===== src/rtl/irq_agg_pkg.sv =====
package irq_agg_pkg;

  localparam int unsigned NSRC        = 13;
  localparam int unsigned WORD_W      = 32;
  localparam int unsigned FORCE_BIT   = 26;
  localparam int unsigned CTL_SEL_BIT = 4;

  localparam logic [7:0] VEC_LVL3 = 8'd27;
  localparam logic [7:0] VEC_LVL5 = 8'd29;
  localparam logic [7:0] VEC_LVL6 = 8'd30;

  // status bit owned by each source index
  function automatic int unsigned src_bit(input int unsigned idx);
    case (idx)
      0:       return 7;
      1:       return 3;
      2:       return 2;
      3:       return 9;
      4:       return 10;
      5:       return 12;
      6:       return 5;
      7:       return 17;
      8:       return 28;
      9:       return 27;
      10:      return 26;
      11:      return 23;
      default: return 21;
    endcase
  endfunction

  // priority group of each source index
  function automatic logic [2:0] src_lvl(input int unsigned idx);
    if (idx <= 6)      return 3'd3;
    else if (idx == 7) return 3'd5;
    else               return 3'd6;
  endfunction

  // status bits that belong to one priority group
  function automatic logic [WORD_W-1:0] group_mask(input logic [2:0] lvl);
    logic [WORD_W-1:0] m;
    m = '0;
    for (int unsigned i = 0; i < NSRC; i++) begin
      if (src_lvl(i) == lvl) m = m | (WORD_W'(1) << src_bit(i));
    end
    return m;
  endfunction

endpackage


===== src/rtl/irq_edge_track.sv =====
module irq_edge_track #(
  parameter int unsigned N = 13
) (
  input  logic         clk,
  input  logic         rst_n,
  input  logic [N-1:0] req_i,
  output logic [N-1:0] rise_o,
  output logic [N-1:0] fall_o
);

  logic [N-1:0] prev_q;
  logic [N-1:0] prev_d;
  logic         prev_en;

  always_comb begin
    prev_d  = req_i;
    prev_en = (req_i != prev_q);
  end

  always_ff @(posedge clk or negedge rst_n) begin
    if (!rst_n)       prev_q <= '0;
    else if (prev_en) prev_q <= prev_d;
  end

  assign rise_o = req_i & ~prev_q;
  assign fall_o = ~req_i & prev_q;

endmodule


===== src/rtl/irq_status_bank.sv =====
module irq_status_bank
  import irq_agg_pkg::*;
#(
  parameter int unsigned N  = NSRC,
  parameter int unsigned DW = WORD_W
) (
  input  logic          clk,
  input  logic          rst_n,
  input  logic [N-1:0]  rise_i,
  input  logic [N-1:0]  fall_i,
  input  logic          st_we_i,
  input  logic          mk_we_i,
  input  logic [DW-1:0] wdata_i,
  input  logic          ctl_we_i,
  input  logic          ctl_val_i,
  output logic [DW-1:0] status_o,
  output logic [DW-1:0] mask_o
);

  localparam int unsigned IW = $clog2(DW);

  logic [DW-1:0] set_v;
  logic [DW-1:0] clr_v;
  logic [DW-1:0] st_d;
  logic [DW-1:0] st_q;
  logic          st_en;
  logic [DW-1:0] mk_q;

  // gather per-source edges into word-wide set and clear vectors
  always_comb begin
    set_v = '0;
    clr_v = '0;
    for (int unsigned i = 0; i < N; i++) begin
      set_v[IW'(src_bit(i))] = set_v[IW'(src_bit(i))] | rise_i[i];
      clr_v[IW'(src_bit(i))] = clr_v[IW'(src_bit(i))] | fall_i[i];
    end
  end

  // host write lowest, control strobe next, request edges win
  always_comb begin
    st_d = st_q;
    if (st_we_i)  st_d = wdata_i;
    if (ctl_we_i) st_d[FORCE_BIT] = ctl_val_i;
    st_d  = (st_d & ~clr_v) | set_v;
    st_en = st_we_i | ctl_we_i | (|set_v) | (|clr_v);
  end

  always_ff @(posedge clk or negedge rst_n) begin
    if (!rst_n)     st_q <= '0;
    else if (st_en) st_q <= st_d;
  end

  always_ff @(posedge clk or negedge rst_n) begin
    if (!rst_n)       mk_q <= '0;
    else if (mk_we_i) mk_q <= wdata_i;
  end

  assign status_o = st_q;
  assign mask_o   = mk_q;

endmodule


===== src/rtl/irq_level_enc.sv =====
module irq_level_enc
  import irq_agg_pkg::*;
#(
  parameter int unsigned DW    = WORD_W,
  parameter int unsigned VEC_W = 8
) (
  input  logic             clk,
  input  logic             rst_n,
  input  logic [DW-1:0]    pend_i,
  output logic [2:0]       ipl_o,
  output logic [VEC_W-1:0] vec_o
);

  localparam logic [DW-1:0] M_L3 = group_mask(3'd3);
  localparam logic [DW-1:0] M_L5 = group_mask(3'd5);
  localparam logic [DW-1:0] M_L6 = group_mask(3'd6);

  logic [2:0]       ipl_d, ipl_q;
  logic [VEC_W-1:0] vec_d, vec_q;
  logic             out_en;

  always_comb begin
    if (|(pend_i & M_L6)) begin
      ipl_d = 3'd6;
      vec_d = VEC_W'(VEC_LVL6);
    end else if (|(pend_i & M_L5)) begin
      ipl_d = 3'd5;
      vec_d = VEC_W'(VEC_LVL5);
    end else if (|(pend_i & M_L3)) begin
      ipl_d = 3'd3;
      vec_d = VEC_W'(VEC_LVL3);
    end else begin
      ipl_d = 3'd0;
      vec_d = '0;
    end
    out_en = (ipl_d != ipl_q);
  end

  always_ff @(posedge clk or negedge rst_n) begin
    if (!rst_n) begin
      ipl_q <= '0;
      vec_q <= '0;
    end else if (out_en) begin
      ipl_q <= ipl_d;
      vec_q <= vec_d;
    end
  end

  assign ipl_o = ipl_q;
  assign vec_o = vec_q;

endmodule


===== src/rtl/prio_irq_combiner.sv =====
module prio_irq_combiner
  import irq_agg_pkg::*;
#(
  parameter int unsigned NUM_SRC = NSRC,
  parameter int unsigned DATA_W  = WORD_W,
  parameter int unsigned VEC_W   = 8,
  parameter int unsigned CTL_W   = 8
) (
  input  logic               clk,
  input  logic               rst_n,
  input  logic [NUM_SRC-1:0] src_req,
  input  logic               bus_we,
  input  logic               bus_sel_mask,
  input  logic [DATA_W-1:0]  bus_wdata,
  output logic [DATA_W-1:0]  bus_rdata,
  input  logic               scsi_ctl_we,
  input  logic [CTL_W-1:0]   scsi_ctl_wdata,
  output logic [2:0]         ipl_o,
  output logic [VEC_W-1:0]   vec_o
);

  logic [1:0]         rst_pipe_q;
  logic               rst_sync_n;
  logic [NUM_SRC-1:0] rise;
  logic [NUM_SRC-1:0] fall;
  logic [DATA_W-1:0]  status_q;
  logic [DATA_W-1:0]  mask_q;
  logic [DATA_W-1:0]  pend;
  logic               unused_ctl;

  // asynchronous assertion, synchronous release
  always_ff @(posedge clk or negedge rst_n) begin
    if (!rst_n) rst_pipe_q <= '0;
    else        rst_pipe_q <= {rst_pipe_q[0], 1'b1};
  end
  assign rst_sync_n = rst_pipe_q[1];

  irq_edge_track #(.N(NUM_SRC)) u_edge (
    .clk    (clk),
    .rst_n  (rst_sync_n),
    .req_i  (src_req),
    .rise_o (rise),
    .fall_o (fall)
  );

  irq_status_bank #(.N(NUM_SRC), .DW(DATA_W)) u_bank (
    .clk       (clk),
    .rst_n     (rst_sync_n),
    .rise_i    (rise),
    .fall_i    (fall),
    .st_we_i   (bus_we & ~bus_sel_mask),
    .mk_we_i   (bus_we & bus_sel_mask),
    .wdata_i   (bus_wdata),
    .ctl_we_i  (scsi_ctl_we),
    .ctl_val_i (scsi_ctl_wdata[CTL_SEL_BIT]),
    .status_o  (status_q),
    .mask_o    (mask_q)
  );

  assign pend = status_q & mask_q;

  irq_level_enc #(.DW(DATA_W), .VEC_W(VEC_W)) u_enc (
    .clk    (clk),
    .rst_n  (rst_sync_n),
    .pend_i (pend),
    .ipl_o  (ipl_o),
    .vec_o  (vec_o)
  );

  assign bus_rdata  = bus_sel_mask ? mask_q : status_q;
  assign unused_ctl = ^{scsi_ctl_wdata[CTL_W-1:CTL_SEL_BIT+1],
                        scsi_ctl_wdata[CTL_SEL_BIT-1:0]};

endmodule


===== config.mk =====
export PLATFORM = sky130hd
export DESIGN_NAME = prio_irq_combiner
export DESIGN_NICKNAME = d
export VERILOG_FILES = /design/src/rtl/irq_agg_pkg.sv /design/src/rtl/irq_edge_track.sv /design/src/rtl/irq_status_bank.sv /design/src/rtl/irq_level_enc.sv /design/src/rtl/prio_irq_combiner.sv
export SDC_FILE = /design/constraint.sdc
export NUM_CORES = 1
export LEC_CHECK = 0
export BUFFER_PORTS_ARGS = -buffer_cell sky130_fd_sc_hd__buf_4
export CAP_MARGIN = 10
export CORE_MARGIN = 2
export CORE_UTILIZATION = 25
export CTS_BUF_LIST = sky130_fd_sc_hd__clkbuf_8
export CTS_CLUSTER_DIAMETER = 50
export DETAILED_ROUTE_END_ITERATION = 10
export GPL_TIMING_DRIVEN = 0
export MAX_ROUTING_LAYER = met4
export SLEW_MARGIN = 25
export SYNTH_ARGS = -nofsm -noshare
export SYNTH_HDL_FRONTEND = slang
export SYNTH_SLANG_ARGS = --single-unit

===== constraint.sdc =====
create_clock -name clk -period 3.1 [get_ports clk]
set_input_delay 0.62 -clock clk [delete_from_list [all_inputs] [get_ports clk]]
set_output_delay 0.62 -clock clk [all_outputs]
set_load 0.02 [all_outputs]

==> summary.md <==
| Metric | Value |
|---|---|
| Run status | `complete, no violations` |
| Number of synthesized flops with an enable pin | `0` |
| Grt met2 use | `20.38%` |
| Shortest clock period the worst path allows after layout | `2.298 ns` |
| Maximum VDD drop | `183.8 µV` |
| Register clock-pin slew on the reported worst setup and hold paths | `0.09 ns` |
| Initial DRC Count | `57` |
| Post-placement cell area | `5152 µm²` |
| Layout overhead on the synthesized area | `29.25%` |
| Adder-cell share of the synthesized area | `7.801%` |
| Cell at the root of the clock tree | `sky130_fd_sc_hd__clkbuf_8` |
| Vias per Instance | `4.205` |
| Starting utilization of the core area | `25.33%` |
| Core Region | `16470 µm²` |
| Summed area of non-filler cells in the final layout | `5390 µm²` |
| Highest clock rate | `0.4352 GHz` |
| Width of the die | `133.2 µm` |
| Number of hold violations in the final report | `0` |
| Fraction of the mapped netlist area in compound gates | `6.151%` |
| Multiplexer share of the synthesized area | `25.80%` |
| Top cells by instance count after synthesis | `sky130_fd_sc_hd__mux2_2, sky130_fd_sc_hd__dfrtp_1, sky130_fd_sc_hd__inv_1` |
| Router iterations before antenna repair | `4` |
| Slew Limit Headroom | `59.87%` |
| Worst hold slack across all endpoints | `0.3038 ns` |
| Largest net degree at the start of global routing | `47` |
| # nets final | `513` |
| Number of sinks handled by clock tree synthesis | `83` |
| Ant diodes | `0` |
| Final slew viol count | `0` |
| Height of the die | `133.2 µm` |
| Peak per-stage delay on the critical path | `0.40 ns` |
| Port buffer count | `89` |
| Busiest grt layer | `met2` |
| Wire length per cell after detailed routing | `14.94 µm` |
| Num ports | `101` |
| Data required time at the worst endpoint | `2.48 ns` |
| Portion of synthesized cell area occupied by the leading cell type | `49.80%` |
| Worst-path cell with the longest stage delay | `sky130_fd_sc_hd__mux2_2` |
| Synth Instances | `325` |
| Critical Path, Cell by Cell | `buf_2 > buf_2 > mux2_2 > buf_4` |
| Warning count from the yosys run | `0` |
| Class of the most critical setup path | `input port to output port` |
| Yosys top cell by area | `sky130_fd_sc_hd__dfrtp_1` |
| Number of buffers between clock root and the deepest sink | `2` |
| RSZ-0062 raised after global routing | `no` |
| Total global-route track usage | `12.10%` |
| Leakage | `2.514 nW` |
| Post-synthesis register bit count | `83` |
| Clock latency on the worst-skew pair | `0.38 ns` |
| Pwr Total | `2.887 mW` |
| Total CTS buffers | `9` |
| Skew final | `0.01558 ns` |
| Path class of the lowest-slack min-delay path | `register to asynchronous set/reset pin` |
| Most common cell on crit path | `sky130_fd_sc_hd__buf_2` |
| First-pass GRT wire length | `15750 µm` |
| Via count of the first global-routing pass | `3080` |
| Setup-violating endpoint count in the final report | `0` |
| Sequential share of the synthesized area | `49.80%` |
| Combinational family with the most area after synthesis | `multiplexers` |
| Vias after detailed routing | `2750` |
| Cell variety after synth | `27` |
| Max Cap Violations | `0` |
| Transition time at the pin with the least slew margin | `0.5974 ns` |
| CTS tree | `built` |
| Total global routing overflow | `0` |
| Final period utilization | `74.12%` |
| Final cell utilization of the core | `32.74%` |
| Cell area power density | `535.7 nW/µm²` |
| Setup crit end kind | `output port` |
| Layout cells sized above 1 | `51.15%` |
| Post-synthesis share of cell area spent on and, or, nand and nor gates | `4.440%` |
| Startpoint types | `input port` |
| Number of antenna violations at the first check in global routing | `0` |
| Synth area leaders | `sky130_fd_sc_hd__dfrtp_1, sky130_fd_sc_hd__mux2_2, sky130_fd_sc_hd__ha_1` |
| Drt drc | `0` |
| Post-Syn Area per Cell | `12.83 µm²` |
| Cell row count | `47` |
| Post-detail-place hpwl | `7452 µm` |
| Synth Flop Type | `sky130_fd_sc_hd__dfrtp_1` |
| Aggregate routed wire length | `9769 µm` |
| Area enclosed by the die boundary | `17730 µm²` |
| Final TNS setup | `0 ns` |
| Final GP Congestion | `0.7533` |
| Antenna-violating nets left | `0` |
| Maximum fanout count along the critical path | `10` |
| Routing usage on met3 | `3.082%` |
| Met1 Track Usage GR | `13.39%` |
| Worst EP arrival | `1.68 ns` |
| Top-count cell post-synth | `sky130_fd_sc_hd__mux2_2` |
| Post-synthesis xor/xnor area fraction | `0%` |
| Async set-or-reset flop fraction in the synthesized netlist | `100.0%` |
| CTS HTree Levels | `3` |
| Cell Area, Synth | `4170 µm²` |
area by class of cell:
cell class | count | area [µm²]
Sequential cell | 83 | 2081
Buffer | 20 | 137.6
Clock buffer | 11 | 151.4
Fill cell | 1687 | 11080
Timing Repair Buffer | 91 | 705.7
Clock inverter | 5 | 76.32
Inverter | 28 | 105.1
Tap cell | 220 | 275.3
Multi-Input combinational cell | 196 | 1858
critical path, delay by kind of cell:
family / cells / cell delay [ns]
buffers and inverters: 3 / 0.65
multiplexers: 1 / 0.40
cells in the final DEF (no fill, tap or decap), drive strengths merged, types with 2 or more instances in the layout:
master  count
nor2b       2
nand4       4
a22oi       2
conb        4
inv        29
mux2       84
nand3       2
o21bai     13
a222oi      2
ha         26
o21ai      15
nand2      21
bufinv      2
dfrtp      83
mux2i      13
buf       110
clkbuf     11
metal layers:
metal / wire length [µm] / share of wire, % / up-vias
li1: - / - / 1308
met1: 4141 / 42 / 1371
met2: 4965 / 51 / 57
met3: 409 / 4.2 / 14
met4: 254 / 2.6 / 0
met5: 0 / 0 / -
path summary, 6_finish.rpt:
kind,startpoint,cells after the start,endpoint,slack [ns]
hold reg to reg,rst_pipe_q[1],0,u_edge.prev_q[8],0.30
setup / recovery,bus_sel_mask,4,bus_rdata[17],0.80
min in group clk,rst_pipe_q[0],0,rst_pipe_q[1],0.37
max in group asynchronous,rst_pipe_q[1],1,u_bank.status_o[13],2.18
hold / removal,rst_pipe_q[1],0,u_edge.prev_q[8],0.30
setup reg to reg,u_edge.prev_q[2],5,u_edge.prev_q[1],1.21
what timing repair did:
item / CTS / global route
endpoints found under the hold margin: 2 / 0
setup buffers: 0 / 0
hold buffers: 1 / 0
resized for setup: 0 / 0
sequential cells by signal, indices dropped and copies added, names as in the netlist:
name and count:
u_bank.status_o 32, u_edge.prev_q 13, u_enc.ipl_o 2, u_bank.mask_o 32, rst_pipe_q 2, u_enc.vec_o 2
power breakdown:
| group | total [mW] | switching, mW | internal [mW] |
|---|---|---|---|
| clock | 0.895 | 0.401 | 0.493 |
| combinational | 0.680 | 0.321 | 0.359 |
| sequential | 1.31 | 0.0942 | 1.22 |
kinds of logic after synthesis:
group | count (synthesis)
AO/OA/AOI/OAI | 34
adder cells (fa/ha/maj) | 26
buffers and inverters | 48
flip-flops | 83
multiplexers | 97
other | 2
AND/OR/NAND/NOR | 35
through the flow:
stage	worst slack [ns]	std cells
finish	0.8023	654
global route	0.7398	654
CTS	0.7835	654
detailed placement	0.7916	637
global placement	-0.3932	636
floorplan	0.6171	327
Note: power is estimated with default switching activity, not from simulation.
